[config.mk]
export PLATFORM = sky130hd
export DESIGN_NAME = sparse_row_readout
export DESIGN_NICKNAME = d
export VERILOG_FILES = /design/src/rtl/sparse_row_readout_pkg.sv /design/src/rtl/sparse_row_occ.sv /design/src/rtl/sparse_row_seq.sv /design/src/rtl/sparse_row_emit.sv /design/src/rtl/sparse_row_readout.sv
export SDC_FILE = /design/constraint.sdc
export NUM_CORES = 1
export LEC_CHECK = 0
export BUFFER_PORTS_ARGS = -buffer_cell sky130_fd_sc_hd__buf_2
export CAP_MARGIN = 0
export CORE_MARGIN = 10
export CORE_UTILIZATION = 49
export CTS_CLUSTER_SIZE = 30
export DETAILED_ROUTE_END_ITERATION = 6
export PLACE_DENSITY = 0.88
export SLEW_MARGIN = 15
export SYNTH_ARGS = -nofsm -noshare
export SYNTH_HDL_FRONTEND = slang
export SYNTH_SLANG_ARGS = --single-unit
[constraint.sdc]
create_clock -name clk -period 6.2 [get_ports clk]
set_clock_uncertainty 0.05 [all_clocks]
set_input_delay 0 -clock clk [delete_from_list [all_inputs] [get_ports clk]]
set_output_delay 0 -clock clk [all_outputs]
set_load 0.01 [all_outputs]
[src/rtl/sparse_row_readout_pkg.sv]
package sparse_row_readout_pkg;

   typedef enum logic [2:0] {
      RD_IDLE   = 3'd0,
      RD_SETTLE = 3'd1,
      RD_SCAN   = 3'd2,
      RD_SKIP   = 3'd3,
      RD_FIN    = 3'd4
   } rd_state_e;

endpackage

[src/rtl/sparse_row_occ.sv]
module sparse_row_occ #(
   parameter int WIDTH    = 64,
   parameter int SEG      = 8,
   parameter bit USE_TREE = 1'b1
) (
   input  logic [WIDTH-1:0] bits_i,
   output logic             any_o
);
   localparam int NSEG = WIDTH / SEG;

   generate
      if (USE_TREE) begin : g_tree
         if ((WIDTH % SEG) != 0 || SEG < 1) begin : g_bad
            $error("sparse_row_occ: WIDTH must be a multiple of SEG");
         end
         logic [NSEG-1:0] seg_any;
         for (genvar s = 0; s < NSEG; s++) begin : g_seg
            assign seg_any[s] = |bits_i[s*SEG +: SEG];
         end
         assign any_o = |seg_any;
      end else begin : g_flat
         assign any_o = |bits_i;
      end
   endgenerate

endmodule

[src/rtl/sparse_row_seq.sv]
module sparse_row_seq
   import sparse_row_readout_pkg::*;
#(
   parameter int ROWS   = 64,
   parameter int COLS   = 64,
   parameter int SETTLE = 4
) (
   input  logic                     clk,
   input  logic                     rst_n,
   input  logic                     start_i,
   input  logic                     skip_en_i,
   input  logic                     occ_i,
   output rd_state_e                state_o,
   output logic [$clog2(ROWS)-1:0]  row_o,
   output logic [$clog2(COLS)-1:0]  col_o
);
   localparam int ROW_AW = $clog2(ROWS);
   localparam int COL_AW = $clog2(COLS);
   localparam int SET_W  = $clog2(SETTLE + 1);
   localparam logic [ROW_AW-1:0] LAST_ROW = ROW_AW'(ROWS - 1);
   localparam logic [COL_AW-1:0] LAST_COL = COL_AW'(COLS - 1);
   localparam logic [SET_W-1:0]  LAST_SET = SET_W'(SETTLE - 1);

   rd_state_e         state_q;
   logic [ROW_AW-1:0] row_q;
   logic [COL_AW-1:0] col_q;
   logic [SET_W-1:0]  set_q;
   logic              skip_q;

   always_ff @(posedge clk or negedge rst_n) begin
      if (!rst_n) begin
         state_q <= RD_IDLE;
         row_q   <= '0;
         col_q   <= '0;
         set_q   <= '0;
         skip_q  <= 1'b0;
      end else begin
         case (state_q)
            RD_IDLE: begin
               if (start_i) begin
                  skip_q  <= skip_en_i;
                  row_q   <= '0;
                  col_q   <= '0;
                  set_q   <= '0;
                  state_q <= RD_SETTLE;
               end
            end
            RD_SETTLE: begin
               if (set_q == LAST_SET) begin
                  set_q   <= '0;
                  state_q <= (skip_q && !occ_i) ? RD_SKIP : RD_SCAN;
               end else begin
                  set_q <= set_q + 1'b1;
               end
            end
            RD_SCAN, RD_SKIP: begin
               if (state_q == RD_SCAN && col_q != LAST_COL) begin
                  col_q <= col_q + 1'b1;
               end else begin
                  col_q <= '0;
                  if (row_q == LAST_ROW) begin
                     state_q <= RD_FIN;
                  end else begin
                     row_q   <= row_q + 1'b1;
                     state_q <= RD_SETTLE;
                  end
               end
            end
            RD_FIN:  state_q <= RD_IDLE;
            default: state_q <= RD_IDLE;
         endcase
      end
   end

   assign state_o = state_q;
   assign row_o   = row_q;
   assign col_o   = col_q;

   AST_MODE_HELD: assert property (@(posedge clk) disable iff (!rst_n)
      (state_q != RD_IDLE && $past(state_q) != RD_IDLE) |-> $stable(skip_q));
   AST_ROW_HOLD_SCAN: assert property (@(posedge clk) disable iff (!rst_n)
      (state_q == RD_SCAN && col_q != LAST_COL) |=> $stable(row_q));
   AST_COL_ZERO_SETTLE: assert property (@(posedge clk) disable iff (!rst_n)
      (state_q == RD_SETTLE) |-> (col_q == '0));
   AST_SKIP_ONLY_MODE: assert property (@(posedge clk) disable iff (!rst_n)
      (state_q == RD_SKIP) |-> skip_q);
   AST_FIN_LAST_ROW: assert property (@(posedge clk) disable iff (!rst_n)
      (state_q == RD_FIN) |-> (row_q == LAST_ROW));

endmodule

[src/rtl/sparse_row_emit.sv]
module sparse_row_emit
   import sparse_row_readout_pkg::*;
#(
   parameter int COLS = 64
) (
   input  logic                     clk,
   input  logic                     rst_n,
   input  rd_state_e                state_i,
   input  logic [$clog2(COLS)-1:0]  col_i,
   input  logic                     act_i,
   input  logic                     pol_i,
   output logic [$clog2(COLS):0]    word_o,
   output logic                     wr_n_o,
   output logic                     eor_o,
   output logic                     eof_o
);
   localparam int COL_AW = $clog2(COLS);
   localparam logic [COL_AW-1:0] LAST_COL = COL_AW'(COLS - 1);

   logic [COL_AW:0] word_q;
   logic            wr_n_q, eor_q, eof_q;
   logic            deliver;

   assign deliver = (state_i == RD_SCAN) && act_i;

   always_ff @(posedge clk or negedge rst_n) begin
      if (!rst_n) begin
         word_q <= '0;
         wr_n_q <= 1'b1;
         eor_q  <= 1'b0;
         eof_q  <= 1'b0;
      end else begin
         wr_n_q <= !deliver;
         if (deliver) word_q <= {pol_i, col_i};
         eor_q  <= ((state_i == RD_SCAN) && (col_i == LAST_COL)) || (state_i == RD_SKIP);
         eof_q  <= (state_i == RD_FIN);
      end
   end

   assign word_o = word_q;
   assign wr_n_o = wr_n_q;
   assign eor_o  = eor_q;
   assign eof_o  = eof_q;

   AST_EOF_AFTER_EOR: assert property (@(posedge clk) disable iff (!rst_n)
      eof_q |-> $past(eor_q));
   AST_EOF_SINGLE: assert property (@(posedge clk) disable iff (!rst_n)
      eof_q |=> !eof_q);
   AST_NO_WORD_AT_EOF: assert property (@(posedge clk) disable iff (!rst_n)
      eof_q |-> (wr_n_q && !eor_q));

endmodule

[src/rtl/sparse_row_readout.sv]
module sparse_row_readout
   import sparse_row_readout_pkg::*;
#(
   parameter int ROWS     = 64,
   parameter int COLS     = 64,
   parameter int SETTLE   = 4,
   parameter int OCC_SEG  = 8,
   parameter bit OCC_TREE = 1'b1
) (
   input  logic                     clk,
   input  logic                     rst_n,
   input  logic                     start_i,
   input  logic                     skip_en_i,
   input  logic [COLS-1:0]          row_act_i,
   input  logic [COLS-1:0]          row_pol_i,
   output logic [$clog2(ROWS)-1:0]  row_sel_o,
   output logic [$clog2(COLS):0]    word_o,
   output logic                     wr_n_o,
   output logic                     eor_o,
   output logic                     eof_o,
   output logic                     busy_o
);
   localparam int ROW_AW = $clog2(ROWS);
   localparam int COL_AW = $clog2(COLS);

   generate
      if (ROWS < 2 || COLS < 2) begin : g_bad_dim
         $error("sparse_row_readout: ROWS and COLS must be at least 2");
      end
      if (SETTLE < 1) begin : g_bad_settle
         $error("sparse_row_readout: SETTLE must be at least 1");
      end
   endgenerate

   rd_state_e         state;
   logic [ROW_AW-1:0] row;
   logic [COL_AW-1:0] col;
   logic              occ;

   sparse_row_occ #(.WIDTH(COLS), .SEG(OCC_SEG), .USE_TREE(OCC_TREE)) u_occ (
      .bits_i (row_act_i),
      .any_o  (occ)
   );

   sparse_row_seq #(.ROWS(ROWS), .COLS(COLS), .SETTLE(SETTLE)) u_seq (
      .clk       (clk),
      .rst_n     (rst_n),
      .start_i   (start_i),
      .skip_en_i (skip_en_i),
      .occ_i     (occ),
      .state_o   (state),
      .row_o     (row),
      .col_o     (col)
   );

   sparse_row_emit #(.COLS(COLS)) u_emit (
      .clk     (clk),
      .rst_n   (rst_n),
      .state_i (state),
      .col_i   (col),
      .act_i   (row_act_i[col]),
      .pol_i   (row_pol_i[col]),
      .word_o  (word_o),
      .wr_n_o  (wr_n_o),
      .eor_o   (eor_o),
      .eof_o   (eof_o)
   );

   assign row_sel_o = row;
   assign busy_o    = (state != RD_IDLE);

   AST_BUSY_AT_EOF: assert property (@(posedge clk) disable iff (!rst_n)
      eof_o |-> !busy_o);
   AST_WORD_WHILE_BUSY: assert property (@(posedge clk) disable iff (!rst_n)
      !wr_n_o |-> $past(busy_o));

endmodule

==> results of run 1 <==
[kinds of logic (layout without fill, tap and decap cells)]
group	after synthesis	in the layout	share of synthesized area, %
AOI/OAI and AO/OA	59	59	14.42
xor gates and xnor gates	4	4	1.306
buffers and inverters	25	167	6.346
adders and majority gates	3	3	1.400
DFF	29	29	27.11
and+or+nand+nor	91	91	17.55
muxes	55	55	31.87
[how the worst max path moves through the flow]
stage | from | endpoint | slack, ns | cells after the start
2_1_floorplan | u_seq.col_o[1]$_DFFE_PN0P_ | u_emit.word_o[0]$_DFFE_PN0P_ | 3.92 | 8
3_3_place_gp | u_seq.col_o[2]$_DFFE_PN0P_ | u_emit.word_o[2]$_DFFE_PN0P_ | 3.44 | 6
3_5_place_dp | u_seq.col_o[2]$_DFFE_PN0P_ | u_emit.word_o[2]$_DFFE_PN0P_ | 3.38 | 6
4_1_cts | u_seq.col_o[2]$_DFFE_PN0P_ | u_emit.word_o[2]$_DFFE_PN0P_ | 3.36 | 6
5_1_grt | u_seq.col_o[2]$_DFFE_PN0P_ | u_emit.word_o[0]$_DFFE_PN0P_ | 3.18 | 6
6_report | u_seq.col_o[2]$_DFFE_PN0P_ | u_emit.word_o[2]$_DFFE_PN0P_ | 3.36 | 6
[placed cells by master (no fill, tap or decap), types with 2 or more instances in the layout]
master         count
buf_2            148
dfrtp_1           27
mux2i_1           22
nand2_1           20
nor2_1            18
o21ai_0           17
nor4_1            15
mux2_2            12
mux4_2            11
a21oi_1            9
mux4_1             9
inv_1              7
nand4_1            7
a22oi_1            6
clkbuf_8           6
and2_1             5
nand3_1            5
nor3_1             5
a22o_1             4
o22ai_1            4
a31oi_1            4
xnor2_1            4
nand2b_1           3
nor2b_1            3
o221ai_1           3
ha_1               3
o211ai_1           2
and3_1             2
o31ai_1            2
nor4b_1            2
dlygate4sd3_1      2
buf_4              2
[layer usage]
layer,global-route usage [%],wire length (um),vias to the layer above
met3,5.036,773,14
met2,37.85,4614,157
li1,-,-,1342
met4,4.937,129,0
met5,0,0,-
met1,25.39,4024,1399
[flip-flops by register name, summed over array words and instances, names as in the netlist]
register	flops
u_seq.col_o	6
u_emit.eof_o	1
u_seq.state_o	3
u_emit.word_o	7
u_emit.eor_o	1
u_emit.wr_n_o	1
u_seq.skip_q	1
u_seq.row_o	6
u_seq.set_q	3
[metrics by stage]
step,std cells,util (%)
finish,478,67.60
floorplan,266,-
global placement,468,64.98
CTS,478,67.60
detailed placement,468,64.98
global route,478,67.60
[power by group through the flow]
stage | combinational, mW | clock [mW] | sequential, mW
global placement | 0.562 | 0 | 0.299
detailed placement | 0.573 | 0 | 0.303
floorplan | 0.444 | 0 | 0.295
global route | 0.635 | 0.213 | 0.310
finish | 0.581 | 0.200 | 0.301
CTS | 0.584 | 0.203 | 0.300
[layout make-up]
class,instances,area (sq um),share of cell area (%)
multi-input cells,212,1784,50.71
repair buffers,152,775.7,22.05
flip-flops and latches,29,728.2,20.70
well taps,70,87.58,2.489
clock buffers,7,86.33,2.454
clock inverters,1,30.03,0.8535
inverters,7,26.28,0.7468
[tightest hold or removal path: stages]
cell	delay (ns)
buf_2	0.10
o21ai_0	0.10
a21oi_1	0.14
==> flow_summary.yaml, run 1 <==
sta:
  timing.final.hold_violations: 0
  crit_path_time_final_ns: 2.845
  timing.setup.tns_ns: 0
  postLayoutSetupSlackWorst_ns: 3.355
  period_share_pct: 45.89
  least_margin_pin_slew_ns: 0.9110
  timing.slew.headroom_pct: 39.27
  finalHoldWorstSlack_ns: 0.05245
  max_freq_mhz: 351.5
  maxSlewViolCount: 0
  rsz0062_at_grt: "no"
  setup_viol_count_final: 0
power_and_ir_drop:
  p_per_area_mw_per_mm2: 307.4
  part_of_the_total_power_dissipated_in_the_clock_network_pct: 18.5
  leakagePower_nw: 1.615
  power.net_switching_mw: 0.4200
  comb_power_share_pct: 53.7
  peak_ir_drop_on_the_vdd_network_v: 0.0003017
  p_sw_share_pct: 38.83
  internal_power_mw: 0.6616
  totalPowerFinal_mw: 1.082
  seqPwrFrac_pct: 27.8
grt:
  grt_pass1_wl_um: 15370
  grt_start_max_net_pins: 52
  gr-usage-all-layers_pct: 21.37
  initial_antenna_violation_count: 0
  first_global_vias: 3049
  grt.overflow.total: 0
clock_network:
  postCtsResizedCells: 0
  cts-buffers-inserted: 5
  htree_num_levels: 2
  tritoncts: "done"
  holdBufCountCts: 2
  clock_sink_count: 29
  clkTransAtPathRegs_ns: 0.06
  clock-root-buffer: "clkbuf_8"
  post-cts-setup-buffers: 0
  clock_tree.buffer_depth: 2
  clk-insertion-delay-late_ns: 0.28
die:
  start_util_pct: 51.51
  die-width_um: 93.98
  die_h_um: 93.98
  dieArea_sq_mm: 0.008831
  core-area_sq_mm: 0.005205
  ioPinCount: 149
  row_count: 26
logic_synthesis:
  synth_flop_cell: "dfrtp_1"
  synth.largest_area_cell: "dfrtp_1"
  yosysUniqueCellTypes: 48
  syn_area_per_cell_sq_um: 10.08
  yosysSeqAreaShare_pct: 27.11
  ys_ff_latch: 29
  most_common_cell_in_the_synthesized_netlist: "dfrtp_1"
  post_synth_main_area_contributors: "dfrtp_1 26%, mux4_2 9.2%, mux4_1 8.8%"
  synth_cells: 266
  synth.top_cells.by_count: "28 x dfrtp_1, 22 x mux2i_1, 20 x nand2_1, 18 x nor2_1, 17 x o21ai_0"
  synth_edf_count: 0
  synth.top_cell.area_share_pct: 26.13
  syn_nets: 401
  async_reset_ff_share_pct: 100.0
  syn_area_sq_mm: 0.002681
  total_number_of_yosys_warnings: 0
placement:
  place_worst_setup_slack_ns: 3.381
  dp_hpwl_um: 7824
  routabilityCongestion: 0.9161
  port_buffers: 148
  postPlaceCellArea_sq_mm: 0.003382
min_path:
  holdPathStages: 3
  hold_path.class: "input pin to flop"
  hold_path_startpoint: "start_i"
  hold_endpoint: "u_seq.state_o[1]$_DFFE_PN0P_"
finish:
  postLayoutCellArea_sq_mm: 0.003518
  area_growth_pct: 31.22
  nNetsFinal: 542
  drive_above_1_share_pct: 45.34
  antennaDiodeCount: 0
  fill_cells: 415
detailed_routing:
  post_drt_wl_per_cell_um: 19.96
  first_iter_violations: 192
  drcViolationCount: 0
  routed_wirelength_um: 9542
  via_per_inst: 6.092
  detail-route-antenna-nets: 0
  via_count: 2912
  drtPass1Iterations: 6
flow_run:
  max-cap-violations: 0
setup_path:
  worst_path_largest_cell_delay_ns: 0.94
  kind_of_start_point_of_the_critical_path: "flop"
  critical_path.max_fanout: 27
  critical_path.cell_chain: "mux4_1, o22ai_1, o221a_2, or4_1, nand2_2, mux2_2"
  reg2reg_from: "u_seq.col_o[2]$_DFFE_PN0P_"
  r2r_end: "u_emit.word_o[2]$_DFFE_PN0P_"
  r2r_cells: 6
  worstPathBufferInverterCount: 0
  timing.critical_path.to_type: "flop"
  worst_ep_required_time_ns: 6.31
  cp_top_family: "flip-flops"
  reg2reg_slack_ns: 3.36
  arrival_ns: 2.96
  cpMaxStageDelayCell: "dfrtp_1"
  critPathKind: "flop to flop"
run_status:
  status: "complete, no violations"
Note: power is estimated with default switching activity, not from simulation.
==> run 2: changes to the inputs <==
Settings changed: CORE_UTILIZATION 49 to 45, PLACE_DENSITY 0.88 to 0.82.
Clock period 6.2 ns to 2.89 ns, I/O delays scaled along.
==> flow_summary.yaml, run 2 (same netlist as run 1, synthesis figures left out) <==
run_status:
  status: "complete, no violations"
detailed_routing:
  drcViolationCount: 0
  drtPass1Iterations: 6
  via_count: 2914
  post_drt_wl_per_cell_um: 19.57
  via_per_inst: 5.959
  first_iter_violations: 219
  detail-route-antenna-nets: 0
  routed_wirelength_um: 9571
clock_network:
  clock_sink_count: 29
  htree_num_levels: 2
  tritoncts: "done"
  postCtsResizedCells: 0
  clock_tree.buffer_depth: 2
  clk-insertion-delay-late_ns: 0.28
  clock-root-buffer: "clkbuf_8"
  clkTransAtPathRegs_ns: 0.06
  cts-buffers-inserted: 5
  post-cts-setup-buffers: 0
setup_path:
  worstPathBufferInverterCount: 1
  timing.critical_path.to_type: "flop"
  reg2reg_slack_ns: 0.33
  critical_path.max_fanout: 17
  worst_path_largest_cell_delay_ns: 0.62
  reg2reg_from: "u_seq.col_o[0]$_DFFE_PN0P_"
  r2r_cells: 7
  cpMaxStageDelayCell: "dfrtp_2"
  r2r_end: "u_seq.row_o[4]$_DFFE_PN0P_"
  critPathKind: "flop to flop"
  critical_path.cell_chain: "buf_4, ha_1, a41oi_1, o31a_1, nor4b_1, xnor2_1, nor2_1"
  arrival_ns: 2.68
  worst_ep_required_time_ns: 3.01
  kind_of_start_point_of_the_critical_path: "flop"
  cp_top_family: "flip-flops"
grt:
  grt_start_max_net_pins: 30
  grt.overflow.total: 0
  initial_antenna_violation_count: 1
  first_global_vias: 3004
  grt_pass1_wl_um: 15190
  gr-usage-all-layers_pct: 19.37
min_path:
  hold_path_startpoint: "start_i"
  holdPathStages: 3
  hold_path.class: "input pin to flop"
  hold_endpoint: "u_seq.state_o[1]$_DFFE_PN0P_"
placement:
  routabilityCongestion: 0.9006
  port_buffers: 148
  dp_hpwl_um: 8062
die:
  dieArea_sq_mm: 0.009446
  ioPinCount: 149
  die-width_um: 97.19
  core-area_sq_mm: 0.005851
  start_util_pct: 45.83
  row_count: 28
  die_h_um: 97.19
power_and_ir_drop:
  totalPowerFinal_mw: 2.206
  leakagePower_nw: 1.633
  p_per_area_mw_per_mm2: 624.0
  peak_ir_drop_on_the_vdd_network_v: 0.0003748
finish:
  layout_common_cells: "148 x buf_2, 27 x dfrtp_1, 22 x mux2i_1, 20 x nand2_1, 18 x nor2_1"
  drive_above_1_share_pct: 46.14
  nNetsFinal: 548
  layout_commonest_cell: "buf_2"
  antennaDiodeCount: 0
  area_growth_pct: 31.87
  number_of_flip_flops_in_the_largest_register: 7
sta:
  rsz0062_at_grt: "no"
  timing.setup.tns_ns: 0
  least_margin_pin_slew_ns: 0.6460
  timing.final.hold_violations: 0
  maxSlewViolCount: 0
  setup_viol_count_final: 0
  period_share_pct: 88.56
  max_freq_mhz: 390.7
  crit_path_time_final_ns: 2.559
  timing.slew.headroom_pct: 56.93
flow_run:
  max-cap-violations: 0
## run 2: changes by cell type in the layout (fill, tap and decap cells not counted), sizes merged
cell	change
bufinv	-1
buf	+6
clkbuf	-1
clkinv	+2
## run 2: report_power, final
part	switching (mW)	internal (mW)
sequential	0.128	0.518
clock	0.153	0.166
combinational	0.598	0.643
total	0.880	1.33
## run 2: final cells by class
| class | instances | area [sq um] |
|---|---|---|
| clock buffer | 6 | 72.57 |
| clock inverter | 2 | 10.01 |
| fill | 509 | 2315 |
| inverter | 7 | 26.28 |
| multi-input combinational | 212 | 1784 |
| sequential | 29 | 728.2 |
| tap | 75 | 93.84 |
| timing repair buffer | 158 | 820.8 |
## run 2: per-stage QoR
stage / util [%] / worst slack [ns] / hold slack, ns / instance area (sq um) / cells
floorplan: - / 0.6108 / -0.3456 / 2681 / 266
global placement: 58.68 / 0.4069 / 0.02072 / 3433 / 479
detailed placement: 58.68 / 0.2987 / 0.01274 / 3433 / 479
CTS: 60.44 / 0.3013 / 0.05237 / 3536 / 489
global route: 60.44 / 0.1647 / 0.08552 / 3536 / 489
finish: 60.44 / 0.3307 / 0.06467 / 3536 / 489
## run 2: routing by layer
| metal | track usage [%] | up-vias | part of all wire [%] |
|---|---|---|---|
| met3 | 6.188 | 22 | 7.5 |
| met2 | 32.66 | 156 | 50 |
| met5 | 0 | - | 0.21 |
| met4 | 4.767 | 2 | 1.9 |
| met1 | 23.24 | 1383 | 41 |
| li1 | - | 1351 | - |
## run 2: repair_timing
action | in CTS | in global routing
hold buffers | 2 | 0
setup endpoints to repair | 0 | 0
endpoints found under the hold margin | 29 | 0
## run 2: worst max-delay path by stage
stage | startpoint | endpoint | cells past startpoint
floorplan | u_seq.col_o[1]$_DFFE_PN0P_ | u_emit.word_o[0]$_DFFE_PN0P_ | 8
global placement | u_seq.col_o[0]$_DFFE_PN0P_ | u_emit.word_o[6]$_DFFE_PN0P_ | 6
detailed placement | u_seq.col_o[0]$_DFFE_PN0P_ | u_seq.row_o[4]$_DFFE_PN0P_ | 7
CTS | u_seq.col_o[0]$_DFFE_PN0P_ | u_seq.row_o[4]$_DFFE_PN0P_ | 7
global route | u_seq.col_o[0]$_DFFE_PN0P_ | u_seq.row_o[4]$_DFFE_PN0P_ | 7
finish | u_seq.col_o[0]$_DFFE_PN0P_ | u_seq.row_o[4]$_DFFE_PN0P_ | 7
## run 2: tightest hold or removal path: stages
cell     delay, ns
buf_2         0.12
o21ai_0       0.11
a21oi_1       0.12
